<file path="config.mk">
export PLATFORM = sky130hd
export DESIGN_NAME = dma_irq_agg
export DESIGN_NICKNAME = d
export VERILOG_FILES = /design/src/rtl/irq_agg_pkg.sv /design/src/rtl/irq_rst_sync.sv /design/src/rtl/irq_pending.sv /design/src/rtl/irq_out_ctrl.sv /design/src/rtl/dma_irq_agg.sv
export SDC_FILE = /design/constraint.sdc
export NUM_CORES = 1
export LEC_CHECK = 0
export CAP_MARGIN = 40
export CELL_PAD_IN_SITES_DETAIL_PLACEMENT = 0
export CELL_PAD_IN_SITES_GLOBAL_PLACEMENT = 2
export CORE_ASPECT_RATIO = 0.5
export CORE_MARGIN = 2
export CORE_UTILIZATION = 32
export DETAILED_ROUTE_END_ITERATION = 16
export GPL_TIMING_DRIVEN = 0
export PLACE_DENSITY_LB_ADDON = 0.1
export SYNTH_ARGS = -nofsm -noshare
export SYNTH_HDL_FRONTEND = slang
export SYNTH_SLANG_ARGS = --single-unit
</file>
<file path="constraint.sdc">
create_clock -name clk -period 2.5 [get_ports clk]
set_input_delay 0.375 -clock clk [delete_from_list [all_inputs] [get_ports clk]]
set_output_delay 0.375 -clock clk [all_outputs]
set_load 0.005 [all_outputs]
</file>
<file path="src/rtl/irq_agg_pkg.sv">
package irq_agg_pkg;
  typedef enum logic [1:0] {
    KIND_PENDING = 2'b00,
    KIND_MASK    = 2'b01,
    KIND_FORCE   = 2'b10,
    KIND_STATUS  = 2'b11
  } reg_kind_e;
endpackage

</file>
<file path="src/rtl/irq_rst_sync.sv">
module irq_rst_sync (
  input  logic clk,
  input  logic rst_n,
  output logic rst_sync_n
);
  logic [1:0] stage_q;

  always_ff @(posedge clk or negedge rst_n) begin
    if (!rst_n) stage_q <= 2'b00;
    else        stage_q <= {stage_q[0], 1'b1};
  end

  assign rst_sync_n = stage_q[1];
endmodule

</file>
<file path="src/rtl/irq_pending.sv">
module irq_pending #(
  parameter int NUM_CH = 16
) (
  input  logic              clk,
  input  logic              rst_n,
  input  logic [NUM_CH-1:0] done,
  input  logic [NUM_CH-1:0] quiet,
  input  logic [NUM_CH-1:0] clr_vec,
  output logic [NUM_CH-1:0] pend_q
);
  logic [NUM_CH-1:0] set_vec;
  logic [NUM_CH-1:0] pend_d;
  logic              pend_ld;

  // set takes priority over a clear of the same bit
  always_comb begin
    set_vec = done & ~quiet;
    pend_d  = (pend_q & ~clr_vec) | set_vec;
    pend_ld = (|set_vec) | (|clr_vec);
  end

  always_ff @(posedge clk or negedge rst_n) begin
    if (!rst_n)       pend_q <= '0;
    else if (pend_ld) pend_q <= pend_d;
  end
endmodule

</file>
<file path="src/rtl/irq_out_ctrl.sv">
module irq_out_ctrl #(
  parameter int NUM_CH = 16
) (
  input  logic              clk,
  input  logic              rst_n,
  input  logic              mask_we,
  input  logic              force_we,
  input  logic [NUM_CH-1:0] wdata,
  input  logic [NUM_CH-1:0] pend,
  output logic [NUM_CH-1:0] mask_q,
  output logic [NUM_CH-1:0] force_q,
  output logic [NUM_CH-1:0] status,
  output logic              irq
);
  logic [NUM_CH-1:0] mask_d;
  logic [NUM_CH-1:0] force_d;

  always_comb begin
    mask_d  = wdata;
    force_d = wdata;
    status  = (pend | force_q) & mask_q;
    irq     = |status;
  end

  always_ff @(posedge clk or negedge rst_n) begin
    if (!rst_n)       mask_q <= '0;
    else if (mask_we) mask_q <= mask_d;
  end

  always_ff @(posedge clk or negedge rst_n) begin
    if (!rst_n)        force_q <= '0;
    else if (force_we) force_q <= force_d;
  end
endmodule

</file>
<file path="src/rtl/dma_irq_agg.sv">
module dma_irq_agg
  import irq_agg_pkg::*;
#(
  parameter int NUM_CH  = 16,
  parameter int NUM_OUT = 2,
  localparam int IDX_W  = (NUM_OUT > 1) ? $clog2(NUM_OUT) : 1,
  localparam int ADDR_W = IDX_W + 2
) (
  input  logic              clk,
  input  logic              rst_n,
  input  logic [NUM_CH-1:0] chan_done,
  input  logic [NUM_CH-1:0] chan_quiet,
  input  logic              reg_we,
  input  logic [ADDR_W-1:0] reg_addr,
  input  logic [NUM_CH-1:0] reg_wdata,
  output logic [NUM_CH-1:0] reg_rdata,
  output logic [NUM_OUT-1:0] irq
);
  logic                           rst_sync_n;
  reg_kind_e                      kind;
  logic [IDX_W-1:0]               idx;
  logic [NUM_CH-1:0]              clr_vec;
  logic [NUM_CH-1:0]              pend_q;
  logic [NUM_OUT-1:0][NUM_CH-1:0] mask_q;
  logic [NUM_OUT-1:0][NUM_CH-1:0] force_q;
  logic [NUM_OUT-1:0][NUM_CH-1:0] status;

  assign kind = reg_kind_e'(reg_addr[1:0]);
  assign idx  = reg_addr[ADDR_W-1:2];

  irq_rst_sync u_rst (
    .clk        (clk),
    .rst_n      (rst_n),
    .rst_sync_n (rst_sync_n)
  );

  always_comb begin
    clr_vec = '0;
    if (reg_we && (kind == KIND_PENDING || kind == KIND_STATUS))
      clr_vec = reg_wdata;
  end

  irq_pending #(.NUM_CH(NUM_CH)) u_pend (
    .clk     (clk),
    .rst_n   (rst_sync_n),
    .done    (chan_done),
    .quiet   (chan_quiet),
    .clr_vec (clr_vec),
    .pend_q  (pend_q)
  );

  for (genvar k = 0; k < NUM_OUT; k++) begin : g_out
    logic sel_k;
    assign sel_k = reg_we && (32'(idx) == k);

    irq_out_ctrl #(.NUM_CH(NUM_CH)) u_ctrl (
      .clk      (clk),
      .rst_n    (rst_sync_n),
      .mask_we  (sel_k && kind == KIND_MASK),
      .force_we (sel_k && kind == KIND_FORCE),
      .wdata    (reg_wdata),
      .pend     (pend_q),
      .mask_q   (mask_q[k]),
      .force_q  (force_q[k]),
      .status   (status[k]),
      .irq      (irq[k])
    );
  end

  always_comb begin
    reg_rdata = '0;
    if (kind == KIND_PENDING) begin
      reg_rdata = pend_q;
    end else begin
      for (int k = 0; k < NUM_OUT; k++) begin
        if (32'(idx) == k) begin
          case (kind)
            KIND_MASK:   reg_rdata = mask_q[k];
            KIND_FORCE:  reg_rdata = force_q[k];
            KIND_STATUS: reg_rdata = status[k];
            default:     reg_rdata = pend_q;
          endcase
        end
      end
    end
  end
endmodule

</file>
# Word-level counts from Yosys, hierarchy flattened
# Index checks and enable logic that the tools add are counted.
# Widths: inputs -> output; s select.
# op_classes
n_eq_ne	3
mux	5
bitwise_logic	11
n_reduce_logical	13
# ops
operator	n
$pmux 16 s3	2
$and 16x16->16	4
$reduce_or 16->1	4
$mux 16	3
$or 16x16->16	3
$not 16->16	2
$logic_and 1x1->1	7
$eq 2x2->1 const B	2
$eq 2x1->1 const B	1
$logic_not 2->1	1
$logic_or 1x1->1	1
$not 1->1	1
$or 1x1->1	1
# totals
regBits	82
in_bits	54

# Depth between registers and ports, before layout
# logic_depth
word_depth	7
depth_mapped	7
ltp_nobuf	5

# By module
# Synthesis repeated with hierarchy kept, for this count alone.
# hier_totals
cells_unflattened	401
hier_area_um2	4563.1
# by_module_without_submodules
mod	n_inst	cells_per_inst	area_each_um2	seq_area_each_um2
irq_out_ctrl	2	89	1361.3	800.8
dma_irq_agg	1	156	1066.0	0.0
irq_pending	1	64	720.7	400.4
irq_rst_sync	1	3	53.8	50.0

# Least setup slack after synthesis
# Ideal clock, no wire load.
# synth_timing
path_type	input port to output port
start	in reg_addr[0]
end	out reg_rdata[10]
arrival_time_ps	1487
t_required_ps	2125
setup_slack_ps	638
stages	7
cell_sequence	inv_1 > ha_1 > or3b_1 > buf_4 > buf_6 > o22ai_1 > nor3_1
# synth_between
elab_chain_cells	4
word_cells_on_any_way	8
# synth_rtl
item	line_no	source
start, declared	dma_irq_agg.sv:14	input logic [ADDR_W-1:0] reg_addr,
$eq 2x2->1 / $eq 2x1->1 (equally long branches)	dma_irq_agg.sv:77	case (kind)
$pmux 16 s3	dma_irq_agg.sv:77	
$mux 16	dma_irq_agg.sv:76	if (32'(idx) == k) begin
$mux 16 *	dma_irq_agg.sv:72	if (kind == KIND_PENDING) begin
end, declared	dma_irq_agg.sv:16	output logic [NUM_CH-1:0] reg_rdata,
# Mark *: on every way between the ends. The rest lies on a longest branch, timed or not.

# Worst setup path after layout
# layout_timing
start	in reg_addr[0]
end	out reg_rdata[12]
# Same word-level chain as after synthesis.

==> results_dict.tcl <==
set metrics [dict create \
    gr-total-overflow 0 \
    grt_pass1_wl_mm 20.84 \
    rsz0062_at_grt "false" \
    clk_path_buf_depth 2 \
    ys_seq_elements 82 \
    maxCapViolations 0 \
    chipWidth_um 168.3 \
    fmax_ghz 0.4132 \
    cts_hold_buf 0 \
    diodes 0 \
    crit_type "in -> out" \
    path_max_fanout 10 \
    antenna_found_initial 0 \
    drcViolationCount 0 \
    final_nets 519 \
    die_h_um 86.13 \
    arrival_ns 2.05 \
    layout_min_cycle_time_ns 2.420 \
    syn_inst 377 \
    cp.required_ns 2.12 \
    port_buffers 69 \
    cts_tree "built" \
    fin_cells 636 \
    die_area_um2 14490 \
    synthesis.nets 435 \
    worst_hold_slack_ns 0.1835 \
    cts_max_level 3 \
    fillerInstances 1190 \
    hp-class "in -> async" \
    clock_sinks 82 \
    period_share 0.9680 \
    core_um2 12920 \
    setup_viol 0 \
    worstSetupStartpointType "primary input" \
    drt-pass1-iter-count 4 \
    cts.clk_slew.worst_paths_ns 0.06 \
    status "completed" \
    rows 29 \
    syn-cell-area_um2 4317 \
    drive_gt1_frac 0.3326 \
    totalWireLength_mm 13.23 \
    clock_skew_ns 0.006790 \
    grt_pass1_vias 3688 \
    ir_drop_v 0.0002856 \
    dp_hpwl_mm 8.979 \
    p_leak_nw 2.500 \
    dr_total_vias 3538 \
    ant_nets 0 \
    yosysWarnings 0 \
    grt_use_total 0.1927 \
    numPlacedInstances 617 \
    start_util 0.3342 \
    area.growth.synth_to_final_pct 38.03 \
    finalMaxSlewViolations 0 \
    drt_iter0_drc 235 \
    grt_max_degree 65 \
    avgViaCountPerCell 5.563 \
    syn_area_per_cell_um2 11.45 \
    synth_cell_types 29 \
    ys_seq_area_frac 0.4754 \
    root_buffer "clkbuf_16" \
    clk_latency_ns 0.35 \
    end_kind "output pin" \
    power_density_nw_per_um2 766.0 \
    hold_violations 0 \
    cts_buffers 9 \
    routabilityCongestion 0.8078 \
    pin_count 72 \
    wl_per_cell_um 20.80 \
]
[metal layers]
metal,up-vias,GRT usage,routed length (µm)
li1,1611,-,-
met1,1818,0.2501,6092
met2,96,0.3206,6219
met3,13,0.05261,798
met4,0,0.05172,121
met5,-,0,0
[logic make-up after synthesis]
logic type / synth area share
compound gates: 0.2075
fa+ha+maj: 0.01159
buf+inv: 0.05217
flops: 0.4754
mux: 0.1670
other cells: 0.0008687
simple gates: 0.08551
[cell usage after synthesis]
library cell | instances | area, µm²
dfrtp_1 | 82 | 2052
mux2_2 | 64 | 720.7
a22o_1 | 48 | 420.4
nor3_1 | 30 | 150.1
o21a_1 | 30 | 225.2
inv_1 | 20 | 75.07
buf_2 | 17 | 85.08
nand2_1 | 16 | 60.06
o22ai_1 | 16 | 100.1
o32ai_1 | 15 | 131.4
nor4_1 | 6 | 37.54
buf_4 | 5 | 37.54
ha_1 | 4 | 50.05
clkbuf_1 | 3 | 11.26
nand3_2 | 2 | 20.02
nand3b_2 | 2 | 22.52
nand4_1 | 2 | 12.51
nor3b_1 | 2 | 15.01
nor4b_1 | 2 | 17.52
o21ai_0 | 2 | 10.01
a2111oi_0 | 1 | 8.760
buf_6 | 1 | 11.26
clkbuf_2 | 1 | 5.000
conb_1 | 1 | 3.750
nand2b_1 | 1 | 6.260
nor2b_1 | 1 | 6.260
or2_2 | 1 | 6.260
or3_1 | 1 | 6.260
or3b_1 | 1 | 8.760
[timing repair]
item | in CTS | in global routing
resized for setup | 94 | 7
pin swaps | 12 | 7
endpoints found under the setup margin | 18 | 5
setup buffers | 4 | 1
cloned | 0 | 0
[sequential cells by signal (all words and copies together) (netlist names)]
signal	count
u_rst.stage_q	2
u_pend.pend_q	16
g_out.u_ctrl.force_q	32
g_out.u_ctrl.mask_q	32
[power breakdown]
group	switching, W	internal (W)	total [W]
clock network	0.000563	0.00101	0.00157
registers	0.000229	0.00160	0.00182
logic	0.000524	0.000646	0.00117
[worst paths after layout]
kind | slack [ns] | depth (start not counted) | from | endpoint
worst max register to register | 1.65 | 2 | u_pend.pend_q[0]$_DFFE_PN0P_ | u_pend.pend_q[0]$_DFFE_PN0P_
min in group clk | 0.35 | 0 | u_rst.stage_q[0]$_DFF_PN0_ | u_rst.stage_q[1]$_DFF_PN0_
worst max-delay path | 0.08 | 9 | reg_addr[0] | reg_rdata[12]
max in group asynchronous | 1.70 | 1 | u_rst.stage_q[1]$_DFF_PN0_ | g_out[0].u_ctrl.force_q[0]$_DFFE_PN0P_
worst min register to register | 0.20 | 0 | u_rst.stage_q[1]$_DFF_PN0_ | u_pend.pend_q[12]$_DFFE_PN0P_
worst min-delay path | 0.18 | 1 | rst_n | u_rst.stage_q[1]$_DFF_PN0_
[worst max-delay path, stage by stage]
cell and delay (ns):
clkdlybuf4s15_2 0.21, inv_2 0.06, ha_1 0.20, buf_6 0.15, buf_12 0.15, a22o_1 0.24
o32ai_1 0.29, nor3_1 0.10, dlygate4sd2_1 0.27
[cell usage in the layout (no fill, tap or decap), types with 2 or more instances in the layout]
cell type / instances
nor3_2: 8
nor3_1: 22
o21a_1: 30
inv_1: 17
nor3b_1: 2
clkbuf_8: 2
ha_1: 3
nand2_1: 16
dlygate4sd2_1: 17
nor4_2: 2
inv_2: 3
buf_6: 6
bufinv_16: 3
o22ai_2: 6
o22ai_1: 10
nand4_1: 2
o32ai_2: 9
nor4_4: 3
clkdlybuf4s50_1: 49
mux2_2: 64
a22o_1: 48
nand3b_2: 2
dfrtp_1: 80
buf_4: 10
buf_2: 5
buf_8: 6
clkbuf_16: 9
o32ai_1: 6
clkdlybuf4s15_2: 2
nand3_2: 2
[metrics by stage]
| step | worst slack, ns | utilization | setup TNS (ns) | power (W) | area, µm² |
|---|---|---|---|---|---|
| 2_1_floorplan | 0.04708 | - | 0 | 0.002439 | 4317 |
| 3_5_place_dp | -0.8570 | 0.4065 | -11.98 | 0.002881 | 5251 |
| 6_report | 0.07995 | 0.4613 | 0 | 0.004564 | 5958 |
| 4_1_cts | 0.01198 | 0.4587 | 0 | 0.004576 | 5926 |
| 5_1_grt | 0.003731 | 0.4613 | 0 | 0.004788 | 5958 |
| 3_3_place_gp | -0.9481 | 0.4041 | -86.43 | 0.002829 | 5220 |
[final cells by class]
class	count	area, µm²	area share
clock buffer	10	239.0	0.04011
buffer	25	257.7	0.04326
inverter	20	75.07	0.01260
clock inverter	6	112.6	0.01890
timing repair buffer	75	734.5	0.1233
tap	170	212.7	0.03570
multi-input combinational	248	2270	0.3809
sequential	82	2057	0.3452
No activity file was read; power rests on OpenSTA's default activity.
